### config.mk
export PLATFORM = sky130hd
export DESIGN_NAME = acc_cpu
export DESIGN_NICKNAME = d
export VERILOG_FILES = /design/src/rtl/acc_cpu_pkg.sv /design/src/rtl/acc_cpu_decode.sv /design/src/rtl/acc_cpu_alu.sv /design/src/rtl/acc_cpu_ctrl.sv /design/src/rtl/acc_cpu.sv
export SDC_FILE = /design/constraint.sdc
export NUM_CORES = 1
export LEC_CHECK = 0
export BUFFER_PORTS_ARGS = -buffer_cell sky130_fd_sc_hd__buf_2
export CORE_MARGIN = 5
export CORE_UTILIZATION = 40
export CTS_CLUSTER_SIZE = 25
export DETAILED_ROUTE_END_ITERATION = 8
export GPL_TIMING_DRIVEN = 1
export PLACE_DENSITY = 0.6
export SYNTH_ARGS = -nofsm -noshare
export SYNTH_HDL_FRONTEND = slang
export SYNTH_SLANG_ARGS = --single-unit
### constraint.sdc
create_clock -name clk -period 2.25 [get_ports clk]
set_clock_uncertainty 0.15 [all_clocks]
set_input_delay 0.1125 -clock clk [delete_from_list [all_inputs] [get_ports clk]]
set_output_delay 0.1125 -clock clk [all_outputs]
set_load 0.01 [all_outputs]
### src/rtl/acc_cpu_pkg.sv
package acc_cpu_pkg;
  localparam int OPC_W = 4;

  localparam logic [OPC_W-1:0] OPC_LDA = 4'b0000;
  localparam logic [OPC_W-1:0] OPC_STA = 4'b0010;
  localparam logic [OPC_W-1:0] OPC_SUB = 4'b0110;
  localparam logic [OPC_W-1:0] OPC_JNZ = 4'b0111;

  typedef enum logic [2:0] {
    ST_FETCH  = 3'd0,
    ST_DECODE = 3'd1,
    ST_EXEC   = 3'd2,
    ST_STORE  = 3'd3,
    ST_HALT   = 3'd4
  } cpu_state_e;

  typedef struct packed {
    logic ld;
    logic sub;
    logic st;
    logic jnz;
    logic bad;
  } dec_t;
endpackage

### src/rtl/acc_cpu_decode.sv
module acc_cpu_decode
  import acc_cpu_pkg::*;
#(
  parameter int WORD_W = 16,
  localparam int FIELD_W = WORD_W - OPC_W
) (
  input  logic [WORD_W-1:0]  instr,
  output dec_t               dec,
  output logic [FIELD_W-1:0] field
);
  logic [OPC_W-1:0] opc;

  // opcode sits in the top bits, operand field below it
  assign opc   = instr[WORD_W-1 -: OPC_W];
  assign field = instr[FIELD_W-1:0];

  always_comb begin
    dec = '0;
    case (opc)
      OPC_LDA: dec.ld  = 1'b1;
      OPC_SUB: dec.sub = 1'b1;
      OPC_STA: dec.st  = 1'b1;
      OPC_JNZ: dec.jnz = 1'b1;
      default: dec.bad = 1'b1;
    endcase
  end
endmodule

### src/rtl/acc_cpu_alu.sv
module acc_cpu_alu #(
  parameter int WORD_W  = 16,
  parameter int FIELD_W = 12,
  localparam int EXT_W  = WORD_W - FIELD_W
) (
  input  logic               clk,
  input  logic               rst_n,
  input  logic               load_en,
  input  logic               sub_en,
  input  logic [FIELD_W-1:0] field,
  output logic [WORD_W-1:0]  acc,
  output logic               acc_zero
);
  logic [WORD_W-1:0] imm;

  assign imm = {{EXT_W{1'b0}}, field};

  always_ff @(posedge clk or negedge rst_n) begin
    if (!rst_n)       acc <= '0;
    else if (load_en) acc <= imm;
    else if (sub_en)  acc <= acc - imm;
  end

  assign acc_zero = (acc == '0);

  assert_acc_hold_R3: assert property (@(posedge clk) disable iff (!rst_n)
    !(load_en || sub_en) |=> $stable(acc))
    else $error("accumulator changed without load or subtract");
endmodule

### src/rtl/acc_cpu_ctrl.sv
module acc_cpu_ctrl
  import acc_cpu_pkg::*;
#(
  parameter int WORD_W = 16,
  localparam int FIELD_W = WORD_W - OPC_W
) (
  input  logic               clk,
  input  logic               rst_n,
  input  logic [WORD_W-1:0]  mem_rdata,
  input  dec_t               dec,
  input  logic [FIELD_W-1:0] field,
  input  logic               acc_zero,
  output logic [WORD_W-1:0]  ir,
  output logic               load_en,
  output logic               sub_en,
  output logic [FIELD_W-1:0] mem_addr,
  output logic               mem_we,
  output logic               halt
);
  cpu_state_e         state;
  logic [FIELD_W-1:0] pc;

  always_ff @(posedge clk or negedge rst_n) begin
    if (!rst_n) begin
      state <= ST_FETCH;
      pc    <= '0;
      ir    <= '0;
    end else begin
      case (state)
        ST_FETCH:  state <= ST_DECODE;
        ST_DECODE: begin
          ir    <= mem_rdata;
          pc    <= pc + 1'b1;
          state <= ST_EXEC;
        end
        ST_EXEC: begin
          if (dec.bad)      state <= ST_HALT;
          else if (dec.st)  state <= ST_STORE;
          else begin
            if (dec.jnz && !acc_zero) pc <= field;
            state <= ST_FETCH;
          end
        end
        ST_STORE:  state <= ST_FETCH;
        default:   state <= ST_HALT;
      endcase
    end
  end

  assign load_en  = (state == ST_EXEC) && dec.ld;
  assign sub_en   = (state == ST_EXEC) && dec.sub;
  assign mem_we   = (state == ST_STORE);
  assign mem_addr = (state == ST_STORE) ? field : pc;
  assign halt     = (state == ST_HALT);

  assert_halt_sticky_R8: assert property (@(posedge clk) disable iff (!rst_n)
    halt |=> halt)
    else $error("halt dropped without reset");

  assert_halt_no_write_R8: assert property (@(posedge clk) disable iff (!rst_n)
    halt |-> !mem_we)
    else $error("write while halted");

  assert_single_write_R5: assert property (@(posedge clk) disable iff (!rst_n)
    mem_we |=> !mem_we)
    else $error("write enable held longer than one cycle");

  assert_jnz_fallthru_R6: assert property (@(posedge clk) disable iff (!rst_n)
    (state == ST_EXEC && dec.jnz && acc_zero) |=> (pc == $past(pc)))
    else $error("branch taken with zero accumulator");
endmodule

### src/rtl/acc_cpu.sv
module acc_cpu
  import acc_cpu_pkg::*;
#(
  parameter int WORD_W = 16,
  localparam int FIELD_W = WORD_W - OPC_W
) (
  input  logic               clk,
  input  logic               rst_n,
  output logic [FIELD_W-1:0] mem_addr,
  output logic [WORD_W-1:0]  mem_wdata,
  output logic               mem_we,
  input  logic [WORD_W-1:0]  mem_rdata,
  output logic               halt
);
  dec_t               dec;
  logic [FIELD_W-1:0] field;
  logic [WORD_W-1:0]  ir;
  logic [WORD_W-1:0]  acc;
  logic               acc_zero;
  logic               load_en;
  logic               sub_en;

  acc_cpu_ctrl #(.WORD_W(WORD_W)) u_ctrl (
    .clk      (clk),
    .rst_n    (rst_n),
    .mem_rdata(mem_rdata),
    .dec      (dec),
    .field    (field),
    .acc_zero (acc_zero),
    .ir       (ir),
    .load_en  (load_en),
    .sub_en   (sub_en),
    .mem_addr (mem_addr),
    .mem_we   (mem_we),
    .halt     (halt)
  );

  acc_cpu_decode #(.WORD_W(WORD_W)) u_decode (
    .instr(ir),
    .dec  (dec),
    .field(field)
  );

  acc_cpu_alu #(.WORD_W(WORD_W), .FIELD_W(FIELD_W)) u_alu (
    .clk     (clk),
    .rst_n   (rst_n),
    .load_en (load_en),
    .sub_en  (sub_en),
    .field   (field),
    .acc     (acc),
    .acc_zero(acc_zero)
  );

  assign mem_wdata = acc;
endmodule

==> flow_summary.json, run 1 <==
{
  "outcome": "finished with violations",
  "violations": "negative setup slack",
  "relSlewSlack": 0.580,
  "async_flop_share": 1.00,
  "ys_warn_count": 0,
  "max-cap-violations": 0,
  "area_delta_synth_final_pct": 37.7,
  "cts_tree": "built",
  "min_path_type": "primary input to asynchronous set/reset pin",
  "final_cell_mix": "nand2_1, buf_2, dfrtp_1, buf_4, o21ai_0",
  "yosys_register_bits": 47,
  "fill_cells": 651,
  "setup_viol": 4,
  "rsz0062_at_grt": "yes",
  "synthAdderAreaFrac": 0.0628,
  "gp_congestion": 0.877,
  "slew_violations": 0,
  "finish.utilization": 0.558,
  "post_drt_wl_per_cell_um": 15.3,
  "nNetsFinal": 486,
  "cts_buffers": 5,
  "setup_ws_ns": -0.0535,
  "die_area_um2": 9080,
  "antenna_left": 0,
  "post-route-min-period_ns": 2.30,
  "synth_compound_area_frac": 0.224,
  "coreArea_um2": 7180,
  "grt_pass1_wl_um": 13300,
  "finalSetupTns_ns": -0.143,
  "synthXorXnorAreaFrac": 0.0271,
  "fp.dieW_um": 95.3,
  "synth_cell_type_count": 44,
  "ff2ff_path_depth": 9,
  "synth-main-ff-cell": "dfrtp_1",
  "dp_hpwl_um": 5920,
  "place_ws_ns": -0.0637,
  "critical_path_arrival_ns": 2.35,
  "yosys-top-cells-area": "dfrtp_1, o21ai_0, nand2_1",
  "hold_violations": 0,
  "drc": 0,
  "r2r_slack_ns": -0.05,
  "drt_wl_total_um": 8470,
  "synth_top_family_by_area": "compound AO/OA/AOI/OAI gates",
  "yosysTopAreaCellShare": 0.404,
  "critical_path_required_ns": 2.29,
  "htreeDepth": 2,
  "synthCells": 352,
  "vias_per_cell": 5.27,
  "mostFrequentLayoutCell": "nand2_1",
  "synth_area_per_cell_um2": 8.27,
  "rows": 31,
  "syn-num-nets": 384,
  "cp-end-kind": "flip-flop",
  "antenna_found_initial": 0,
  "startpoint": "u_ctrl.ir[0]$_DFFE_PN0P_",
  "max_freq_mhz": 434,
  "cellPowerDensity_nw_per_um2": 937,
  "io_buffer_count": 47,
  "multi_input_area_um2": 1740,
  "drive_gt1_frac": 0.301,
  "dr.pass1.iters": 7,
  "crit_fanout": 3,
  "irDropWorstVdd_mv": 0.391,
  "clockBufferDepth": 2,
  "initial_core_util": 0.406,
  "die_h_um": 95.3,
  "path_class": "flip-flop to flip-flop",
  "synth_top_area_cell": "dfrtp_1",
  "drtIter0Drc": 181,
  "power.leakage_nw": 1.82,
  "clk_latency_ns": 0.30,
  "worst_slew_pin_slew_ns": 0.630,
  "worstReg2RegEnd": "u_alu.acc[10]$_DFFE_PN0P_",
  "cts.sinks": 47,
  "clk_pin_slew_worst_paths_ns": 0.09,
  "r2r_start": "u_ctrl.ir[0]$_DFFE_PN0P_",
  "synth-edff-count": 0,
  "yosysSeqAreaShare": 0.404,
  "synth.mux.area_fraction": 0.0267,
  "seq_area_um2": 1180,
  "cp-endpoint": "u_alu.acc[10]$_DFFE_PN0P_",
  "via_count": 2917,
  "insertedDiodeCount": 0,
  "hold_slack_ns": 0.296,
  "grt_max_degree": 48,
  "cts-root-buf": "clkbuf_8",
  "grt_pass1_vias": 2716,
  "io_pins": 48,
  "synth_simple_gate_area_frac": 0.209,
  "grt_overflow": 0,
  "startpoint_type": "flip-flop",
  "syn_area_um2": 2910,
  "post-route-period-util": 1.02,
  "grtUsageTotal": 0.187
}
## metrics by stage
step           power, mW  instances  area, µm²
2_1_floorplan       2.21        352       2940
3_3_place_gp        2.80        523       3570
3_5_place_dp        2.84        523       3570
4_1_cts             3.54        548       3870
5_1_grt             4.01        554       4010
6_report            3.75        554       4010
## power by group
part	internal, mW	switching [mW]	leakage (nW)
Clock	0.360	0.297	0.0612
Combinational	0.877	0.981	1.15
Sequential	1.03	0.205	0.609
Total	2.27	1.48	1.82
## cell usage after synthesis, types with 3 or more instances
| master | count |
|---|---|
| nor3b_1 | 4 |
| nor2b_1 | 8 |
| clkbuf_1 | 15 |
| o21bai_1 | 3 |
| ha_1 | 13 |
| o22ai_1 | 6 |
| nor2_1 | 26 |
| nand2b_1 | 5 |
| nand2_1 | 49 |
| a21oi_1 | 32 |
| xnor2_1 | 7 |
| inv_1 | 20 |
| mux2_2 | 6 |
| o21ai_0 | 47 |
| nor3_1 | 13 |
| dfrtp_1 | 47 |
| a211oi_1 | 9 |
| nor4_1 | 4 |
| nand3_1 | 4 |
| or3_1 | 3 |
## logic make-up (layout without fill, tap and decap cells)
| group | after synthesis | in the layout |
|---|---|---|
| simple gates | 127 | 127 |
| compound gates | 112 | 112 |
| flops | 47 | 47 |
| buf+inv | 36 | 139 |
| fa+ha+maj | 14 | 14 |
| xor+xnor | 9 | 9 |
| mux | 7 | 7 |
## sequential cells by signal, indices dropped and copies added, names as in the netlist
name	flops
u_ctrl.state	3
u_alu.acc	16
u_ctrl.pc	12
u_ctrl.ir	16
## layout make-up
class / instances / share of cell area
timing repair buffer: 111 / 0.192
tap: 99 / 0.0309
clock inverter: 2 / 0.00874
inverter: 20 / 0.0187
clock buffer: 6 / 0.0206
sequential: 47 / 0.294
multi-input combinational: 269 / 0.435
## per-layer routing
metal  global-route usage  vias to the layer above  part of all wire
li1                     -                     1453                 -
met1                0.277                     1362              0.49
met2                0.285                       87              0.45
met3               0.0245                       15             0.043
met4               0.0505                        0             0.014
met5                    0                        -                 0
## worst max-delay path: stages (launching register included)
cell      delay, ns
dfrtp_1        0.42
ha_4           0.17
fa_2           0.36
nor2b_4        0.14
o31a_1         0.22
o22ai_4        0.11
o21bai_1       0.16
xnor2_1        0.14
o21ai_1        0.07
mux2_2         0.26
## worst min-delay path by stage
stage,start,end,slack (ns)
after floorplan,rst_n,u_alu.acc[0]$_DFFE_PN0P_,-0.33
after global placement,rst_n,u_ctrl.ir[13]$_DFFE_PN0P_,0.11
after detailed placement,rst_n,u_ctrl.ir[13]$_DFFE_PN0P_,0.11
after CTS,rst_n,u_ctrl.ir[15]$_DFFE_PN0P_,0.32
after global routing,rst_n,u_ctrl.ir[2]$_DFFE_PN0P_,0.38
final,rst_n,u_ctrl.ir[13]$_DFFE_PN0P_,0.30
## repair_timing
item	CTS	global route
hold buffers	17	0
gates resized for setup	5	23
endpoints found under the hold margin	63	0
setup buffers	0	6
setup endpoints to repair	7	16
pin swaps	4	7
(Power assumes the default switching activity.)
==> run 2, diff against run 1 <==
clock period = 2.01 ns   (was 2.25 ns; I/O delays follow)
==> flow_summary.json, run 2 (synthesis results as in run 1) <==
{
  "outcome": "finished with violations",
  "violations": "negative setup slack",
  "cellPowerDensity_nw_per_um2": 990,
  "rows": 31,
  "hold_violations": 0,
  "grt_max_degree": 48,
  "die_h_um": 95.3,
  "max_freq_mhz": 449,
  "worstPathCellList": "ha_4 -> fa_2 -> nor2b_4 -> o31a_1 -> o22ai_2 -> o21bai_1 -> xnor2_1 -> o21ai_1 -> mux2_2",
  "post-route-min-period_ns": 2.23,
  "pwr-share-comb": 0.556,
  "grt_pass1_wl_um": 14800,
  "fp.dieW_um": 95.3,
  "reg_top3": "u_alu.acc x16, u_ctrl.ir x16, u_ctrl.pc x12",
  "drtIter0Drc": 164,
  "startpoint_type": "flip-flop",
  "vias_per_cell": 5.16,
  "r2r_start": "u_ctrl.ir[0]$_DFFE_PN0P_",
  "crit_fanout": 3,
  "io_buffer_count": 47,
  "cts_tree": "built",
  "worst_slew_pin_slew_ns": 0.632,
  "post-route-period-util": 1.11,
  "antenna_left": 0,
  "irDropWorstVdd_mv": 0.431,
  "drive_gt1_frac": 0.423,
  "grt_overflow": 0,
  "p_sw_mw": 1.77,
  "mostFrequentLayoutCell": "buf_4",
  "area_delta_synth_final_pct": 57.1,
  "coreArea_um2": 7180,
  "r2r_slack_ns": -0.22,
  "power_mw": 4.53,
  "cp-end-kind": "flip-flop",
  "setup_viol": 22,
  "clockBufferDepth": 2,
  "setup_ws_ns": -0.217,
  "finalSetupTns_ns": -2.30,
  "path_class": "flip-flop to flip-flop",
  "max-cap-violations": 0,
  "initial_core_util": 0.406,
  "via_count": 3109,
  "nNetsFinal": 534,
  "ff2ff_path_depth": 9,
  "slowest_delay_ns": 0.42,
  "dp_hpwl_um": 6490,
  "cp_slowest_cell": "dfrtp_1",
  "post_drt_wl_per_cell_um": 15.7,
  "gp_congestion": 0.912,
  "cts-root-buf": "clkbuf_8",
  "htreeDepth": 2,
  "critical_path_arrival_ns": 2.27,
  "p_int_mw": 2.76,
  "drt_wl_total_um": 9420,
  "cts.sinks": 47,
  "seqPwrFrac": 0.300,
  "clk_latency_ns": 0.31,
  "insertedDiodeCount": 0,
  "grtUsageTotal": 0.211,
  "antenna_found_initial": 0,
  "fill_cells": 610,
  "p_sw_frac": 0.391,
  "grt_pass1_vias": 3049,
  "pwr-share-clk": 0.144,
  "die_area_um2": 9080,
  "slew_violations": 0,
  "final_cell_mix": "buf_4, nand2_1, buf_2, dfrtp_1, a21oi_1",
  "io_pins": 48,
  "critical_path_required_ns": 2.06,
  "power.leakage_nw": 2.13,
  "clk_pin_slew_worst_paths_ns": 0.09,
  "drc": 0,
  "dr.pass1.iters": 4,
  "cts_buffers": 5,
  "startpoint": "u_ctrl.ir[0]$_DFFE_PN0P_",
  "min_path_type": "primary input to asynchronous set/reset pin",
  "rsz0062_at_grt": "yes",
  "relSlewSlack": 0.579
}
## run 2: cell count changes in the layout (fill, tap and decap cells not counted), sizes merged
| cell | delta |
|---|---|
| buf | +48 |
| clkbuf | +2 |
| clkinv | -1 |
| bufinv | -1 |
## run 2: stage by stage
stage	cells	util	instance area (µm²)	hold WS (ns)	setup WS [ns]
2_1_floorplan	352	-	2970	-0.345	-0.265
5_1_grt	602	0.637	4570	0.355	-0.344
4_1_cts	592	0.607	4360	0.301	-0.229
6_report	602	0.637	4570	0.262	-0.217
3_3_place_gp	556	0.536	3850	0.0960	-0.256
3_5_place_dp	556	0.536	3850	0.101	-0.275
## run 2: final cells by class
class                   count  area [µm²]  share of cell area
well taps                  99         124              0.0271
flip-flops and latches     47        1180               0.258
inverters                  20        75.1              0.0164
clock buffers               8         100              0.0219
multi-input cells         269        1880               0.412
repair buffers            159        1210               0.265
## run 2: final timing paths
path                                                  end
worst max register to register  u_alu.acc[10]$_DFFE_PN0P_
worst max-delay path            u_alu.acc[10]$_DFFE_PN0P_
max in group asynchronous        u_ctrl.ir[1]$_DFFE_PN0P_
worst min-delay path             u_ctrl.ir[0]$_DFFE_PN0P_
min in group clk                 u_ctrl.ir[9]$_DFFE_PN0P_
worst min register to register   u_ctrl.pc[7]$_DFFE_PN0P_
## run 2: what timing repair did
item	CTS	global route
setup buffers	12	9
hold endpoints to repair	63	0
gates resized for setup	43	58
hold buffers	17	0
gates cloned	0	3
setup endpoints to repair	29	34
pin swaps	22	19
## run 2: layer usage
layer | track usage | share of wire | up-vias
li1 | - | - | 1542
met1 | 0.283 | 0.46 | 1482
met2 | 0.352 | 0.50 | 70
met3 | 0.0284 | 0.029 | 15
met4 | 0.0637 | 0.019 | 0
met5 | 0 | 0 | -
## run 2: power groups by stage
stage	clock, mW	combinational (mW)	sequential [mW]
2_1_floorplan	0	1.14	1.37
3_3_place_gp	0	2.07	1.34
3_5_place_dp	0	2.13	1.35
4_1_cts	0.663	2.35	1.34
5_1_grt	0.702	2.77	1.38
6_report	0.651	2.52	1.36
## run 2: critical path, delay by kind of cell, from the launching register on
family,cells,cell delay (ns)
fa+ha+maj,2,0.53
compound gates,4,0.52
flops,1,0.42
mux,1,0.25
xor+xnor,1,0.14
simple gates,1,0.12
